`config.mk`:
```
export PLATFORM = sky130hd
export DESIGN_NAME = bkpt_gen
export DESIGN_NICKNAME = d
export VERILOG_FILES = /design/src/rtl/bkpt_pkg.sv /design/src/rtl/bkpt_regs.sv /design/src/rtl/bkpt_match.sv /design/src/rtl/bkpt_out.sv /design/src/rtl/bkpt_gen.sv
export SDC_FILE = /design/constraint.sdc
export NUM_CORES = 1
export LEC_CHECK = 0
export BUFFER_PORTS_ARGS = -buffer_cell sky130_fd_sc_hd__buf_2
export CAP_MARGIN = 20
export CORE_UTILIZATION = 30
export DETAILED_ROUTE_END_ITERATION = 10
export GPL_TIMING_DRIVEN = 0
export PLACE_DENSITY = 0.56
export SLEW_MARGIN = 25
export SYNTH_ARGS = -nofsm -noshare
export SYNTH_HDL_FRONTEND = slang
export SYNTH_SLANG_ARGS = --single-unit
```
`constraint.sdc`:
```
create_clock -name clk -period 2 [get_ports clk]
set_input_delay 0.3 -clock clk [delete_from_list [all_inputs] [get_ports clk]]
set_output_delay 0.3 -clock clk [all_outputs]
set_load 0.01 [all_outputs]
```
`src/rtl/bkpt_pkg.sv`:
```
package bkpt_pkg;
  localparam int REG_AW = 2;

  typedef enum logic [REG_AW-1:0] {
    RA_CTRL = 2'd0,
    RA_LO   = 2'd1,
    RA_HI   = 2'd2,
    RA_NONE = 2'd3
  } reg_addr_e;

  localparam int CB_EN    = 0;
  localparam int CB_PULSE = 1;
  localparam int CB_STAT  = 2;
endpackage

```
`src/rtl/bkpt_regs.sv`:
```
module bkpt_regs
  import bkpt_pkg::*;
#(
  parameter int DATA_W = 8,
  localparam int ADDR_W = 2 * DATA_W
) (
  input  logic              clk,
  input  logic              rst,
  input  logic [REG_AW-1:0] reg_addr,
  input  logic [DATA_W-1:0] reg_wdata,
  input  logic              reg_we,
  input  logic              status,
  output logic              en,
  output logic              pulse_mode,
  output logic [ADDR_W-1:0] bp_addr,
  output logic              clr_req,
  output logic [DATA_W-1:0] reg_rdata
);
  logic              en_q, pulse_q;
  logic [DATA_W-1:0] byte_q [2];
  logic [DATA_W-1:0] ctrl_view;
  logic              ctrl_wr;

  assign ctrl_wr = reg_we && (reg_addr == RA_CTRL);
  assign clr_req = ctrl_wr && reg_wdata[CB_STAT];

  always_ff @(posedge clk) begin
    if (rst) begin
      en_q    <= 1'b0;
      pulse_q <= 1'b0;
    end else if (ctrl_wr) begin
      en_q    <= reg_wdata[CB_EN];
      pulse_q <= reg_wdata[CB_PULSE];
    end
  end

  for (genvar g = 0; g < 2; g++) begin : g_byte
    always_ff @(posedge clk) begin
      if (rst)
        byte_q[g] <= '0;
      else if (reg_we && (reg_addr == REG_AW'(int'(RA_LO) + g)))
        byte_q[g] <= reg_wdata;
    end
  end

  always_comb begin
    ctrl_view           = '0;
    ctrl_view[CB_EN]    = en_q;
    ctrl_view[CB_PULSE] = pulse_q;
    ctrl_view[CB_STAT]  = status;
  end

  always_ff @(posedge clk) begin
    if (rst) begin
      reg_rdata <= '0;
    end else begin
      case (reg_addr)
        RA_CTRL: reg_rdata <= ctrl_view;
        RA_LO:   reg_rdata <= byte_q[0];
        RA_HI:   reg_rdata <= byte_q[1];
        default: reg_rdata <= '0;
      endcase
    end
  end

  assign en         = en_q;
  assign pulse_mode = pulse_q;
  assign bp_addr    = {byte_q[1], byte_q[0]};

  AST_CTRL_UNUSED_ZERO: assert property (@(posedge clk) disable iff (rst)
    ($past(reg_addr) == RA_CTRL) |-> (reg_rdata[DATA_W-1:CB_STAT+1] == '0));
endmodule

```
`src/rtl/bkpt_match.sv`:
```
module bkpt_match #(
  parameter int DATA_W = 8,
  localparam int ADDR_W = 2 * DATA_W,
  localparam int LANES  = ADDR_W / DATA_W
) (
  input  logic [ADDR_W-1:0] cpu_addr,
  input  logic [ADDR_W-1:0] bp_addr,
  input  logic              en,
  output logic              hit
);
  logic [LANES-1:0] lane_eq;

  for (genvar g = 0; g < LANES; g++) begin : g_lane
    assign lane_eq[g] = (cpu_addr[g*DATA_W +: DATA_W] == bp_addr[g*DATA_W +: DATA_W]);
  end

  assign hit = en && (&lane_eq);
endmodule

```
`src/rtl/bkpt_out.sv`:
```
module bkpt_out #(
  parameter int PULSE_LEN = 8,
  localparam int CNT_W = (PULSE_LEN > 1) ? $clog2(PULSE_LEN) : 1,
  localparam logic [CNT_W-1:0] LAST = CNT_W'(PULSE_LEN - 1)
) (
  input  logic clk,
  input  logic rst,
  input  logic hit,
  input  logic pulse_mode,
  input  logic clr_req,
  output logic status,
  output logic bkpt_o
);
  logic             status_q, status_d;
  logic             out_q;
  logic [CNT_W-1:0] cnt_q;

  // a match wins over a clear issued in the same cycle
  assign status_d = hit || (status_q && !clr_req);

  always_ff @(posedge clk) begin
    if (rst) begin
      status_q <= 1'b0;
      out_q    <= 1'b0;
      cnt_q    <= '0;
    end else begin
      status_q <= status_d;
      if (!pulse_mode) begin
        out_q <= status_d;
        cnt_q <= '0;
      end else if (out_q) begin
        if (cnt_q == '0) out_q <= 1'b0;
        else             cnt_q <= cnt_q - 1'b1;
      end else if (hit) begin
        out_q <= 1'b1;
        cnt_q <= LAST;
      end
    end
  end

  assign status = status_q;
  assign bkpt_o = out_q;

  AST_STATUS_ON_HIT: assert property (@(posedge clk) disable iff (rst)
    hit |=> status_q);
  AST_RISE_HAS_CAUSE: assert property (@(posedge clk) disable iff (rst)
    $rose(out_q) |-> ($past(hit) || $past(status_q)));
  AST_W1C_CLEARS: assert property (@(posedge clk) disable iff (rst)
    (clr_req && !hit) |=> !status_q);
  AST_W0_KEEPS: assert property (@(posedge clk) disable iff (rst)
    (status_q && !clr_req) |=> status_q);
  AST_PULSE_ENDS: assert property (@(posedge clk) disable iff (rst)
    (pulse_mode && out_q && cnt_q == '0) |=> (!out_q || !pulse_mode));
  AST_LEVEL_HOLD: assert property (@(posedge clk) disable iff (rst)
    (!pulse_mode && out_q && !clr_req) |=> (out_q || pulse_mode));
endmodule

```
`src/rtl/bkpt_gen.sv`:
```
module bkpt_gen
  import bkpt_pkg::*;
#(
  parameter int DATA_W    = 8,
  parameter int PULSE_LEN = 8,
  localparam int ADDR_W   = 2 * DATA_W
) (
  input  logic              clk,
  input  logic              rst,
  input  logic [ADDR_W-1:0] cpu_addr,
  input  logic [REG_AW-1:0] reg_addr,
  input  logic [DATA_W-1:0] reg_wdata,
  input  logic              reg_we,
  output logic [DATA_W-1:0] reg_rdata,
  output logic              bkpt_o
);
  logic              en, pulse_mode, clr_req, status, hit;
  logic [ADDR_W-1:0] bp_addr;

  bkpt_regs #(.DATA_W(DATA_W)) i_regs (
    .clk(clk), .rst(rst), .reg_addr(reg_addr), .reg_wdata(reg_wdata),
    .reg_we(reg_we), .status(status), .en(en), .pulse_mode(pulse_mode),
    .bp_addr(bp_addr), .clr_req(clr_req), .reg_rdata(reg_rdata)
  );

  bkpt_match #(.DATA_W(DATA_W)) i_match (
    .cpu_addr(cpu_addr), .bp_addr(bp_addr), .en(en), .hit(hit)
  );

  bkpt_out #(.PULSE_LEN(PULSE_LEN)) i_out (
    .clk(clk), .rst(rst), .hit(hit), .pulse_mode(pulse_mode),
    .clr_req(clr_req), .status(status), .bkpt_o(bkpt_o)
  );

  AST_DISABLED_NO_RISE: assert property (@(posedge clk) disable iff (rst)
    (!en && !status) |=> !status);
endmodule

```
==> flow_metrics.py <==
metrics = {
    "die": {
        "core_um2": 4500,
        "die_w_um": 71.4,
        "die_area_um2": 5100,
        "ioPinCount": 38,
        "die_h_um": 71.4,
        "start_util": 0.321,
        "rows": 24,
    },
    "cts": {
        "clock_path_buffers": 2,
        "clk_latency_ps": 280,
        "cts.sinks": 31,
        "cts_tree": "done",
        "clk_pin_slew_ps": 70,
        "post_cts_buffers": 0,
        "ctsRootBufferMaster": "clkbuf_8",
        "numCtsBuffers": 5,
        "htreeDepth": 2,
        "holdBufCountCts": 0,
        "postCtsResizedCells": 0,
    },
    "place": {
        "gp_congestion": 0.798,
        "postPlaceCellArea_um2": 1690,
        "place.port_buffers": 35,
        "dp.final_hpwl_um": 2490,
        "place_inst": 217,
        "place_ws_ps": 312,
    },
    "setup_path": {
        "path_cells": "xnor2_1 > nand4_1 > nor4_4 > nand3b_1 > a221oi_2",
        "crit_type": "flip-flop to flip-flop",
        "arrival_ps": 1910,
        "cp_slowest_cell": "edfxtp_1",
        "cp-end-kind": "flip-flop",
        "startpoint_type": "flip-flop",
        "max_stage_delay_ps": 410,
        "cp_data_required_time_ps": 2190,
        "critPathMaxFanout": 3,
    },
    "yosys": {
        "synthXorXnorAreaFrac": 0.0969,
        "synth_top_area_frac": 0.332,
        "synthesis.nets": 161,
        "synthesis.area_um2": 1450,
        "synthMuxAreaShare": 0.0277,
        "synth_common_cells": "and2_1 (16), edfxtp_1 (16), nor2_1 (16)",
        "ys.flop_type": "edfxtp_1",
        "synth_edf_count": 16,
        "synth_warnings": 0,
        "ys_ff_latch": 31,
        "ys_types": 28,
        "post_synth.cell_area_avg_um2": 11.1,
        "async_flop_share": 0,
        "synthTopCellsByArea": "edfxtp_1 (33%), dfxtp_1 (21%), xnor2_1 (7.9%), and2_1 (6.9%), nor2_1 (4.2%)",
        "synth-simple-area-share": 0.196,
        "synth-compound-area-share": 0.100,
        "ys_seq_area_frac": 0.540,
        "synthAdderAreaFrac": 0.0173,
        "yosys.area.top_type": "edfxtp_1",
        "synth_top_family_by_area": "simple AND/OR/NAND/NOR gates",
        "syn_inst": 130,
    },
    "power_and_ir_drop": {
        "leakagePower_nw": 0.726,
        "power_density_nw_per_um2": 774,
        "vdd_ir_drop_max_v": 0.000229,
    },
    "grt": {
        "grt_antenna_before_repair": 0,
        "grt_start_max_net_pins": 11,
        "grt_pass1_wl_um": 5190,
        "grt_usage": 0.139,
        "grt_pass1_vias": 1092,
        "grt-ovfl-total": 0,
    },
    "layout": {
        "drive_gt1_frac": 0.277,
        "final_nets": 203,
        "antennaDiodeCount": 0,
        "fin_util": 0.395,
        "final_cells": 225,
        "area.growth.synth_to_final_pct": 22.9,
        "final_area_um2": 1780,
    },
    "sta": {
        "finClkSkew_ps": 10.2,
        "max_freq_mhz": 582,
        "rsz0062_at_grt": "false",
        "tightest_slew_ps": 550,
        "setup-violations-final": 0,
        "finalHoldViolCount": 0,
        "maxSlewHeadroom": 0.630,
        "fin_ws_ps": 282,
        "tns_ps": 0,
        "fin_crit_ps": 1720,
        "slew_viol_final": 0,
        "timing.final.crit_share": 0.859,
    },
    "detailed_routing": {
        "drt-total-wl_um": 3180,
        "wl_met2_um": 1550,
        "drt-met1-wl_um": 1360,
        "wl_per_cell_um": 14.1,
        "dr.max_layer_used": "met4",
        "via_per_inst": 4.68,
        "drc": 0,
        "via_count": 1054,
        "drt_first_iter_violations": 70,
        "ant_nets": 0,
        "wl_met3_um": 202,
        "dr.pass1.iters": 4,
    },
    "min_path": {
        "hp-class": "input port to flip-flop",
    },
    "run": {
        "cap_violations": 0,
    },
    "status": {
        "status": "finished clean",
    },
}
## final cells by class
| type | instances | area (um2) |
|---|---|---|
| repair buffers | 35 | 175 |
| clock inverters | 1 | 5.00 |
| inverters | 4 | 15.0 |
| clock buffers | 7 | 86.3 |
| multi-input cells | 91 | 633 |
| fillers | 453 | 2730 |
| well taps | 52 | 65.1 |
| plain buffers | 4 | 17.5 |
| flip-flops and latches | 31 | 781 |
## final timing paths
path | startpoint | to | slack, ps | cells past startpoint
worst min-delay path | reg_wdata[1] | i_regs.pulse_mode | 280 | 3
worst max register to register | i_regs.byte_q[0][0] | i_out.bkpt_o | 280 | 5
worst max-delay path | i_regs.byte_q[0][0] | i_out.bkpt_o | 280 | 5
worst min register to register | i_out.cnt_q[1] | i_out.cnt_q[1] | 500 | 1
## sequential cells by signal, indices dropped and copies added, names as in the netlist
register,count
i_regs.pulse_mode,1
i_regs.reg_rdata,8
i_regs.byte_q,16
i_regs.en,1
i_out.cnt_q,3
i_out.status,1
i_out.bkpt_o,1
## stage by stage
step	power, mW	hold slack, ps
detailed placement	0.888	478
CTS	1.38	278
global route	1.43	305
global placement	0.885	464
floorplan	0.822	439
finish	1.38	284
## critical path: cells and delay by family (launching register included)
kind	cells	cell delay (ps)
and+or+nand+nor	3	760
AOI/OAI and AO/OA	1	250
DFF	1	410
xor gates and xnor gates	1	190
## kinds of logic after synthesis
kind of cell    Yosys count
mux                       4
buf+inv                   8
compound gates           20
flops                    31
xor+xnor                 16
fa+ha+maj                 2
simple gates             49
## routing by layer
metal  GRT usage  vias to the layer above
met5           0                        -
met4      0.0756                        0
met3      0.0506                        7
met2       0.233                       31
met1       0.154                      483
li1            -                      533
## report_power, final
part | leakage [nW] | internal [mW] | switching (mW)
Combinational | 0.398 | 0.0707 | 0.0770
Clock | 0.0482 | 0.277 | 0.225
Sequential | 0.279 | 0.705 | 0.0213
Total | 0.726 | 1.05 | 0.323
## layout by cell type (no fill, tap or decap), types with 3 or more instances in the layout
master,Yosys,layout
nand2_1,3,3
mux2i_1,4,4
a21oi_1,8,8
dfxtp_1,15,15
nand4_1,3,3
a22oi_1,5,5
clkbuf_8,0,6
xor2_1,3,3
buf_2,2,37
inv_1,4,4
nor2_1,16,16
edfxtp_1,16,16
clkbuf_1,2,3
xnor2_1,13,13
and2_1,16,16
No activity file was read; power rests on OpenSTA's default activity.
